===== config.mk =====
export PLATFORM = sky130hd
export DESIGN_NAME = dma_seq_ctrl
export DESIGN_NICKNAME = d
export VERILOG_FILES = /design/src/rtl/dma_seq_pkg.sv /design/src/rtl/dma_desc_fifo.sv /design/src/rtl/dma_regfile.sv /design/src/rtl/dma_word_mover.sv /design/src/rtl/dma_seq_ctrl.sv
export SDC_FILE = /design/constraint.sdc
export NUM_CORES = 2
export LEC_CHECK = 0
export BUFFER_PORTS_ARGS = -buffer_cell sky130_fd_sc_hd__buf_2
export CAP_MARGIN = 0
export CELL_PAD_IN_SITES_DETAIL_PLACEMENT = 1
export CELL_PAD_IN_SITES_GLOBAL_PLACEMENT = 1
export CORE_MARGIN = 2
export CORE_UTILIZATION = 53
export DETAILED_ROUTE_END_ITERATION = 8
export PLACE_DENSITY = 0.87
export SLEW_MARGIN = 30
export SYNTH_ARGS = -nofsm -noshare
export SYNTH_HDL_FRONTEND = slang
export SYNTH_SLANG_ARGS = --single-unit
export TNS_END_PERCENT = 5

===== constraint.sdc =====
create_clock -name clk -period 16.21 [get_ports clk]
set_input_delay 2.4315 -clock clk [delete_from_list [all_inputs] [get_ports clk]]
set_output_delay 2.4315 -clock clk [all_outputs]
set_load 0.01 [all_outputs]

===== src/rtl/dma_seq_pkg.sv =====
package dma_seq_pkg;
    localparam int ADDR_W    = 64;
    localparam int SIZE_W    = 32;
    localparam int ID_W      = 32;
    localparam int BUS_W     = 64;
    localparam int BE_W      = BUS_W / 8;
    localparam int REG_OFS_W = 8;

    typedef struct packed {
        logic [ID_W-1:0]   id;
        logic [ADDR_W-1:0] src;
        logic [ADDR_W-1:0] dst;
        logic [SIZE_W-1:0] size;
    } xfer_desc_t;

    typedef enum logic [2:0] {
        MV_IDLE,
        MV_CHECK,
        MV_READ,
        MV_WRITE,
        MV_FINISH
    } mv_state_t;
endpackage


===== src/rtl/dma_desc_fifo.sv =====
module dma_desc_fifo
    import dma_seq_pkg::*;
#(
    parameter int DEPTH = 4
) (
    input  logic       clk,
    input  logic       rst_n,
    input  logic       push,
    input  xfer_desc_t push_desc,
    input  logic       pop,
    output xfer_desc_t head_desc,
    output logic [$clog2(DEPTH+1)-1:0] count
);
    localparam int PTR_W = (DEPTH > 1) ? $clog2(DEPTH) : 1;
    localparam int CNT_W = $clog2(DEPTH + 1);

    xfer_desc_t       slots [DEPTH];
    logic [PTR_W-1:0] wr_ptr;
    logic [PTR_W-1:0] rd_ptr;

    function automatic logic [PTR_W-1:0] bump(input logic [PTR_W-1:0] p);
        return (p == PTR_W'(DEPTH - 1)) ? '0 : p + 1'b1;
    endfunction

    always_ff @(posedge clk) begin
        if (!rst_n) begin
            wr_ptr <= '0;
            rd_ptr <= '0;
            count  <= '0;
        end else begin
            if (push) begin
                slots[wr_ptr] <= push_desc;
                wr_ptr        <= bump(wr_ptr);
            end
            if (pop) begin
                rd_ptr <= bump(rd_ptr);
            end
            if (push && !pop) begin
                count <= count + CNT_W'(1);
            end else if (pop && !push) begin
                count <= count - CNT_W'(1);
            end
        end
    end

    assign head_desc = slots[rd_ptr];
endmodule


===== src/rtl/dma_regfile.sv =====
module dma_regfile
    import dma_seq_pkg::*;
(
    input  logic                 clk,
    input  logic                 rst_n,
    input  logic                 reg_req,
    input  logic                 reg_we,
    input  logic [REG_OFS_W-1:0] reg_addr,
    input  logic [BUS_W-1:0]     reg_wdata,
    output logic                 reg_ready,
    output logic [BUS_W-1:0]     reg_rdata,
    input  logic                 queue_full,
    input  logic [ID_W-1:0]      done_id,
    output logic                 push,
    output xfer_desc_t           push_desc,
    output logic [ID_W-1:0]      started_id
);
    localparam int IDX_W = REG_OFS_W - 3;
    localparam logic [IDX_W-1:0] IDX_CTRL  = IDX_W'(0);
    localparam logic [IDX_W-1:0] IDX_START = IDX_W'(1);
    localparam logic [IDX_W-1:0] IDX_DONE  = IDX_W'(2);
    localparam logic [IDX_W-1:0] IDX_SRC   = IDX_W'(3);
    localparam logic [IDX_W-1:0] IDX_DST   = IDX_W'(4);
    localparam logic [IDX_W-1:0] IDX_SIZE  = IDX_W'(5);

    logic [ADDR_W-1:0] src_q;
    logic [ADDR_W-1:0] dst_q;
    logic [SIZE_W-1:0] size_q;
    logic [ID_W-1:0]   next_id;
    logic [IDX_W-1:0]  idx;
    logic              aligned;
    logic              wr_hit;
    logic              start_req;
    logic              wait_req;

    assign idx       = reg_addr[REG_OFS_W-1:3];
    assign aligned   = (reg_addr[2:0] == 3'd0);
    assign wr_hit    = reg_req && reg_we && aligned;
    assign start_req = wr_hit && (idx == IDX_CTRL) && reg_wdata[0];
    assign wait_req  = wr_hit && (idx == IDX_DONE);
    assign push      = start_req && !queue_full;

    always_comb begin
        if (start_req) begin
            reg_ready = !queue_full;
        end else if (wait_req) begin
            reg_ready = (done_id >= reg_wdata[ID_W-1:0]);
        end else begin
            reg_ready = 1'b1;
        end
    end

    always_comb begin
        reg_rdata = '0;
        if (aligned) begin
            unique case (idx)
                IDX_START: reg_rdata = BUS_W'(started_id);
                IDX_DONE:  reg_rdata = BUS_W'(done_id);
                IDX_SRC:   reg_rdata = BUS_W'(src_q);
                IDX_DST:   reg_rdata = BUS_W'(dst_q);
                IDX_SIZE:  reg_rdata = BUS_W'(size_q);
                default:   reg_rdata = '0;
            endcase
        end
    end

    always_ff @(posedge clk) begin
        if (!rst_n) begin
            src_q      <= '0;
            dst_q      <= '0;
            size_q     <= '0;
            started_id <= '0;
            next_id    <= ID_W'(1);
        end else begin
            if (wr_hit && idx == IDX_SRC)  src_q  <= reg_wdata[ADDR_W-1:0];
            if (wr_hit && idx == IDX_DST)  dst_q  <= reg_wdata[ADDR_W-1:0];
            if (wr_hit && idx == IDX_SIZE) size_q <= reg_wdata[SIZE_W-1:0];
            if (push) begin
                started_id <= next_id;
                next_id    <= next_id + ID_W'(1);
            end
        end
    end

    always_comb begin
        push_desc.id   = next_id;
        push_desc.src  = src_q;
        push_desc.dst  = dst_q;
        push_desc.size = size_q;
    end
endmodule


===== src/rtl/dma_word_mover.sv =====
module dma_word_mover
    import dma_seq_pkg::*;
(
    input  logic              clk,
    input  logic              rst_n,
    input  logic              queue_empty,
    input  xfer_desc_t        head_desc,
    output logic              pop,
    output logic              mem_req,
    output logic              mem_we,
    output logic [ADDR_W-1:0] mem_addr,
    output logic [BUS_W-1:0]  mem_wdata,
    output logic [BE_W-1:0]   mem_be,
    input  logic              mem_gnt,
    input  logic [BUS_W-1:0]  mem_rdata,
    output logic [ID_W-1:0]   done_id
);
    localparam logic [SIZE_W-1:0] STEP = SIZE_W'(BE_W);

    mv_state_t         state;
    mv_state_t         state_nx;
    logic [ID_W-1:0]   cur_id;
    logic [ADDR_W-1:0] cur_src;
    logic [ADDR_W-1:0] cur_dst;
    logic [SIZE_W-1:0] remain;
    logic [BUS_W-1:0]  word_buf;
    logic              last_word;

    assign last_word = (remain <= STEP);

    always_ff @(posedge clk) begin
        if (!rst_n) begin
            state <= MV_IDLE;
        end else begin
            state <= state_nx;
        end
    end

    always_comb begin
        state_nx  = state;
        pop       = 1'b0;
        mem_req   = 1'b0;
        mem_we    = 1'b0;
        mem_addr  = cur_src;
        mem_wdata = word_buf;
        mem_be    = '0;
        unique case (state)
            MV_IDLE: begin
                if (!queue_empty) begin
                    pop      = 1'b1;
                    state_nx = MV_CHECK;
                end
            end
            MV_CHECK: begin
                state_nx = (remain == '0) ? MV_FINISH : MV_READ;
            end
            MV_READ: begin
                mem_req = 1'b1;
                if (mem_gnt) state_nx = MV_WRITE;
            end
            MV_WRITE: begin
                mem_req  = 1'b1;
                mem_we   = 1'b1;
                mem_addr = cur_dst;
                for (int i = 0; i < BE_W; i++) begin
                    mem_be[i] = (remain > SIZE_W'(i));
                end
                if (mem_gnt) state_nx = last_word ? MV_FINISH : MV_READ;
            end
            MV_FINISH: begin
                state_nx = MV_IDLE;
            end
            default: state_nx = MV_IDLE;
        endcase
    end

    always_ff @(posedge clk) begin
        if (!rst_n) begin
            cur_id   <= '0;
            cur_src  <= '0;
            cur_dst  <= '0;
            remain   <= '0;
            word_buf <= '0;
            done_id  <= '0;
        end else begin
            if (pop) begin
                cur_id  <= head_desc.id;
                cur_src <= head_desc.src;
                cur_dst <= head_desc.dst;
                remain  <= head_desc.size;
            end
            if (state == MV_READ && mem_gnt) begin
                word_buf <= mem_rdata;
            end
            if (state == MV_WRITE && mem_gnt) begin
                cur_src <= cur_src + ADDR_W'(BE_W);
                cur_dst <= cur_dst + ADDR_W'(BE_W);
                remain  <= last_word ? '0 : remain - STEP;
            end
            if (state == MV_FINISH) begin
                done_id <= cur_id;
            end
        end
    end
endmodule


===== src/rtl/dma_seq_ctrl.sv =====
module dma_seq_ctrl
    import dma_seq_pkg::*;
#(
    parameter int DEPTH = 4
) (
    input  logic                 clk,
    input  logic                 rst_n,
    input  logic                 reg_req,
    input  logic                 reg_we,
    input  logic [REG_OFS_W-1:0] reg_addr,
    input  logic [BUS_W-1:0]     reg_wdata,
    output logic                 reg_ready,
    output logic [BUS_W-1:0]     reg_rdata,
    output logic                 mem_req,
    output logic                 mem_we,
    output logic [ADDR_W-1:0]    mem_addr,
    output logic [BUS_W-1:0]     mem_wdata,
    output logic [BE_W-1:0]      mem_be,
    input  logic                 mem_gnt,
    input  logic [BUS_W-1:0]     mem_rdata
);
    localparam int CNT_W = $clog2(DEPTH + 1);

    xfer_desc_t       push_desc;
    xfer_desc_t       head_desc;
    logic             push;
    logic             pop;
    logic [CNT_W-1:0] fifo_cnt;
    logic             queue_full;
    logic             queue_empty;
    logic [ID_W-1:0]  started_id;
    logic [ID_W-1:0]  done_id;

    assign queue_full  = (fifo_cnt == CNT_W'(DEPTH));
    assign queue_empty = (fifo_cnt == '0);

    dma_regfile u_regs (
        .clk        (clk),
        .rst_n      (rst_n),
        .reg_req    (reg_req),
        .reg_we     (reg_we),
        .reg_addr   (reg_addr),
        .reg_wdata  (reg_wdata),
        .reg_ready  (reg_ready),
        .reg_rdata  (reg_rdata),
        .queue_full (queue_full),
        .done_id    (done_id),
        .push       (push),
        .push_desc  (push_desc),
        .started_id (started_id)
    );

    dma_desc_fifo #(.DEPTH(DEPTH)) u_fifo (
        .clk       (clk),
        .rst_n     (rst_n),
        .push      (push),
        .push_desc (push_desc),
        .pop       (pop),
        .head_desc (head_desc),
        .count     (fifo_cnt)
    );

    dma_word_mover u_mover (
        .clk         (clk),
        .rst_n       (rst_n),
        .queue_empty (queue_empty),
        .head_desc   (head_desc),
        .pop         (pop),
        .mem_req     (mem_req),
        .mem_we      (mem_we),
        .mem_addr    (mem_addr),
        .mem_wdata   (mem_wdata),
        .mem_be      (mem_be),
        .mem_gnt     (mem_gnt),
        .mem_rdata   (mem_rdata),
        .done_id     (done_id)
    );
endmodule


== Word-level counts from Yosys, hierarchy flattened ==
Memories as Yosys holds them, arrays and structs flattened. A register that Yosys moved wholly into a read port is not among the register bits.
Cells that the tools add are included.
W data, S select, Z words.
Cells by class
  add/subtract/negate cells: 8
  magnitude comparators: 10
  eq/ne operators: 15
  multiplexer cells: 32
  reduce and logical (&&, ||, !) cells: 25
Operators by type and width (count)
  $mux W64: 6
  $pmux W64 S5: 1
  $add A64 B4 Y64 const B: 2
  $gt A32 B3 Y1 const B: 4
  $mux W32: 3
  $gt A32 B1 Y1 const B: 2
  $gt A32 B2 Y1 const B: 2
  $add A32 B1 Y32 const B: 1
  $ge A32 B32 Y1: 1
  $le A32 B4 Y1 const B: 1
  $logic_not A32 Y1: 1
  $sub A32 B4 Y32 const B: 1
  $mux W3: 7
  $logic_and A1 B1 Y1: 13
  $pmux W3 S4: 1
  $eq A5 B2 Y1 const B: 2
  $eq A5 B3 Y1 const B: 2
  $logic_not A3 Y1: 3
  $mux W1: 9
  $mux W2: 4
  $mux W8: 1
  $eq A3 B2 Y1 const B: 2
  $eq A3 B3 Y1 const B: 2
  $ne A2 B2 Y1 const B: 3
  other kinds (11): 16
Storage, ports and cells
  flip-flop bits (word level): 522
  bits in writable memories: 768
  word-level logic and storage cells: 106
  memories kept: 1
Memory list
  u_fifo.slots: words 4, width 192, read ports 1, clocked after memory_dff 1, wr ports 1, RTL line dma_desc_fifo.sv:17  | xfer_desc_t slots [DEPTH];

== Depth between registers and ports, before layout ==
  depth after elaboration: 9
  gate-level depth with buffers: 12

== Hierarchy ==
A second synthesis with hierarchy kept.
Second synthesis, totals
  cell total of the unflattened synthesis: 4572
  area total of the unflattened synthesis: 54443.5 um2
Modules (own cells, without submodules)
  dma_desc_fifo: instances 1, cells an instance 1046, area an instance 28354.7 um2
  dma_word_mover: instances 1, cells an instance 2102, area an instance 14850.5 um2
  dma_regfile: instances 1, cells an instance 1422, area an instance 11215.8 um2
  dma_seq_ctrl: instances 1, cells an instance 2, area an instance 22.5 um2

== Worst setup path after synthesis ==
OpenSTA, ideal clock, no wires.
  path kind: input to register
  from: input port reg_addr[6]
  to: memory u_fifo.slots[3][0] in the netlist's numbering, enable pin
  library setup time: 0.577 ns
  data arrival time: 8.076 ns
  slack: 7.557 ns
  stages: 6
  path through: nor3_1 > nand4_1 > or2_2 > inv_2 > buf_2 > and3_1
Between the ends
  longest elaborated chain between the ends: 7
RTL lines
  start: declaration: RTL line dma_seq_ctrl.sv:10  | input logic [REG_OFS_W-1:0] reg_addr,
  $logic_not A5 Y1: RTL line dma_regfile.sv:39  | assign start_req = wr_hit && (idx == IDX_CTRL) && reg_wdata[0];
  $logic_and A1 B1 Y1 (2 in series): RTL line dma_regfile.sv:39
  $logic_and A1 B1 Y1: RTL line dma_regfile.sv:41  | assign push = start_req && !queue_full;
  $mux W1: RTL line dma_desc_fifo.sv:31  | if (push) begin
  $mux W1: RTL line dma_desc_fifo.sv:26  | if (!rst_n) begin
  $mux W1 (not written as such): RTL line dma_desc_fifo.sv:32  | slots[wr_ptr] <= push_desc;
  end: declaration: RTL line dma_desc_fifo.sv:17
No other way between the ends.

== Worst setup path after layout ==
  from: input port reg_wdata[2]
  to: output port reg_ready
Between the ends
  longest elaborated chain between the ends: 3
RTL lines
  start: declaration: RTL line dma_seq_ctrl.sv:11  | input logic [BUS_W-1:0] reg_wdata,
  $ge A32 B32 Y1: RTL line dma_regfile.sv:47  | reg_ready = (done_id >= reg_wdata[ID_W-1:0]);
  $mux W1: RTL line dma_regfile.sv:46  | end else if (wait_req) begin
  $mux W1: RTL line dma_regfile.sv:44  | if (start_req) begin
  end: declaration: RTL line dma_seq_ctrl.sv:12  | output logic reg_ready,
No other way between the ends.

==> results.yml <==
run:
  cap_violations: 0
floorplanning:
  die-height_um: 318.6
  core_sq_um: 98280
  rows: 115
  pin_count: 344
  die-area_sq_um: 101500
  die_w_um: 318.6
  start_util_pct: 53.39
sta:
  fin_crit_sh_pct: 47.16
  setup_viol: 0
  hold_viol_final: 0
  rsz0062_at_grt: "no"
  fin_hold_ws_ps: 449.7
  skew_ps: 32.76
  max_freq_mhz: 130.8
  period_needed_ps: 7644
  drv_slew: 0
  slew_headroom_pct: 27.58
  setup_tns_ps: 0
  max_slew.worst_pin.slew_ps: 1086
drt:
  wl_per_cell_um: 33.44
  drtPass1Iterations: 6
  drt_iter0_drc: 7448
  ant_nets: 0
  drc: 0
  vias_per_cell: 7.053
  via_count: 42140
  drt_wl_total_um: 199800
cts:
  path_clk_slew_ps: 60
  numCtsBuffers: 131
  clock-sinks: 1292
  clk_latency_ps: 760
  cts_tree: "built"
  ctsHtreeMaxLevel: 4
  clockBufferDepth: 3
  post_cts_resized: 0
  post-cts-setup-buffers: 0
  root_buffer: "clkbuf_16"
  cts_hold_buf: 0
setup_path:
  timing.critical_path.mode_cell: "buf_2"
  cp-startpoint: "reg_wdata[2]"
  path_class: "in -> out"
  path_buf_inv: 3
  worstSetupStartpointType: "primary input"
  cp.required_ps: 13780
  crit_fanout: 4
  slowest_stage: "o311ai_1"
  cp.arrival_ps: 5210
  max_stage_delay_ps: 820
  crit_family: "compound AO/OA/AOI/OAI gates"
  path_cells: "buf_2 > inv_1 > ha_1 > nand2_1 > o21ai_0 > a211oi_1 > o311ai_1 > a2111oi_0 > a21oi_1 > buf_2"
  end_kind: "output pin"
pwr:
  power_leakage_nw: 21.80
  vdd_drop_max_mv: 0.1687
  powerDensity_nw_per_um2: 155.3
yosys:
  avgSynthCellArea_sq_um: 12.08
  synth-async-reset-ratio_pct: 0
  yosys_warnings: 0
  synth_cells: 4343
  synth_top_area_cell: "edfxtp_1"
  netlist.area_leader.share_pct: 43.95
  ys_ff_latch: 1292
  ys.flop_type: "edfxtp_1"
  synth_area_sq_um: 52470
  ys_seq_area_share_pct: 63.95
  yosys-top-cells-count: "925 x nand2_1, 768 x edfxtp_1, 524 x dfxtp_1, 467 x a21oi_1, 233 x clkbuf_1"
  syn_nets: 4528
  synth.most_common_cell: "nand2_1"
  synth_edf_count: 768
  synth.distinct_cells: 72
  synth.top_cells.by_area: "edfxtp_1 44%, dfxtp_1 20%, mux4_2 8.2%, nand2_1 6.6%, a21oi_1 4.5%"
grt:
  grt_max_degree: 195
  grt_overflow: 0
  antenna_found_initial: 25
  track_usage_pct: 38.43
  grt_pass1_vias: 42680
  grt_pass1_wl_um: 290400
placement:
  place_inst: 5723
  io_buffers: 343
  dp_hpwl_um: 114000
  gp_congestion: 0.8774
cells_and_area:
  syn2layout_area_growth_pct: 13.62
  drive_gt1_share_pct: 17.95
  final_cells: 5975
  nFillCells: 9743
  fin_nets: 4757
  utilization_pct: 60.66
worst_hold_path:
  hp-class: "reg -> reg"
  hp-start: "u_mover.mem_wdata[46]"
status:
  status: "finished clean"
==> placed cells by master (no fill, tap or decap), types with 7 or more instances in the layout <==
cell / n
nand2_1: 920
edfxtp_1: 768
dfxtp_1: 522
a21oi_1: 467
buf_2: 342
nor2_1: 198
mux4_2: 192
o21ai_0: 137
clkbuf_16: 135
nor3_1: 94
a22oi_1: 64
inv_1: 59
nand3_1: 51
a211oi_1: 46
nand4_1: 45
and3_1: 45
ha_1: 43
xnor2_1: 42
xor2_1: 39
clkbuf_1: 36
a311oi_1: 35
buf_4: 35
a222oi_1: 32
nor4_1: 31
a221oi_1: 27
clkinv_2: 19
and2_1: 16
clkbuf_8: 15
clkinv_1: 12
or3_1: 11
and4_1: 11
o221ai_1: 11
nor2b_1: 9
diode_2: 8
nor4_2: 8
inv_6: 8
a31oi_1: 8
bufinv_16: 8
nor3_2: 7
==> worst reg2reg max path: stages, from the launching register on <==
cell	delay, ps
dfxtp_4	830
buf_4	750
buf_6	630
buf_6	650
mux4_2	740
a221oi_1	660
nor2_1	100
==> where the power goes <==
part | internal (W) | leakage (nW) | switching (W)
clock | 0.00174 | 2.09 | 0.00138
sequential | 0.00369 | 13.0 | 0.000396
combinational | 0.000686 | 6.70 | 0.00137
total | 0.00612 | 21.8 | 0.00314
==> logic make-up (layout without fill, tap and decap cells) <==
family,count (synthesis),count (layout),share of synthesized area (%)
buf+inv,358,695,2.659
xor+xnor,81,81,1.352
fa+ha+maj,44,44,1.064
flops,1292,1292,63.95
compound gates,870,870,9.982
mux,199,199,8.382
other cells,0,8,0
simple gates,1499,1499,12.62
==> routing by layer <==
metal / wire, um / GRT usage (%)
met1: 69660 / 49.29
met2: 90390 / 59.09
met3: 26880 / 11.61
met4: 12660 / 20.14
met5: 198 / 0
==> per-stage QoR <==
stage	setup WS (ps)	total power, W	instance area (sq um)
6_report	8566	0.009260	59620
5_1_grt	8547	0.009497	59610
4_1_cts	8681	0.009150	59480
3_5_place_dp	8729	0.005981	55200
3_3_place_gp	8427	0.005839	55110
2_1_floorplan	7557	0.005269	52470
==> state kept, by name, summed over array words and instances, names as in the netlist, 64 cells and up, named ones only <==
register and count:
u_mover.cur_src 64, u_mover.mem_wdata 64, u_fifo.slots 768, u_regs.src_q 64, u_mover.cur_dst 64, u_regs.dst_q 64
==> worst paths after layout <==
| kind | depth (start not counted) | slack, ps | endpoint |
|---|---|---|---|
| max | 10 | 8570 | reg_ready |
| min | 2 | 450 | u_mover.mem_wdata[46] |
| max reg2reg | 6 | 11710 | u_mover.remain[21] |
| min reg2reg | 2 | 450 | u_mover.mem_wdata[46] |
==> cell type report <==
cell class                 count  area [sq um]  share of cell area (%)
antenna                        8         20.02                 0.03358
tap                         1287          1610                   2.701
inverter                      63         254.0                  0.4260
multi-input combinational   2693         17620                   29.56
timing repair buffer         391          2273                   3.813
clock inverter                55         558.0                  0.9360
sequential                  1292         33560                   56.29
clock buffer                 186          3720                   6.240
Power figures use the tool's default switching activity.
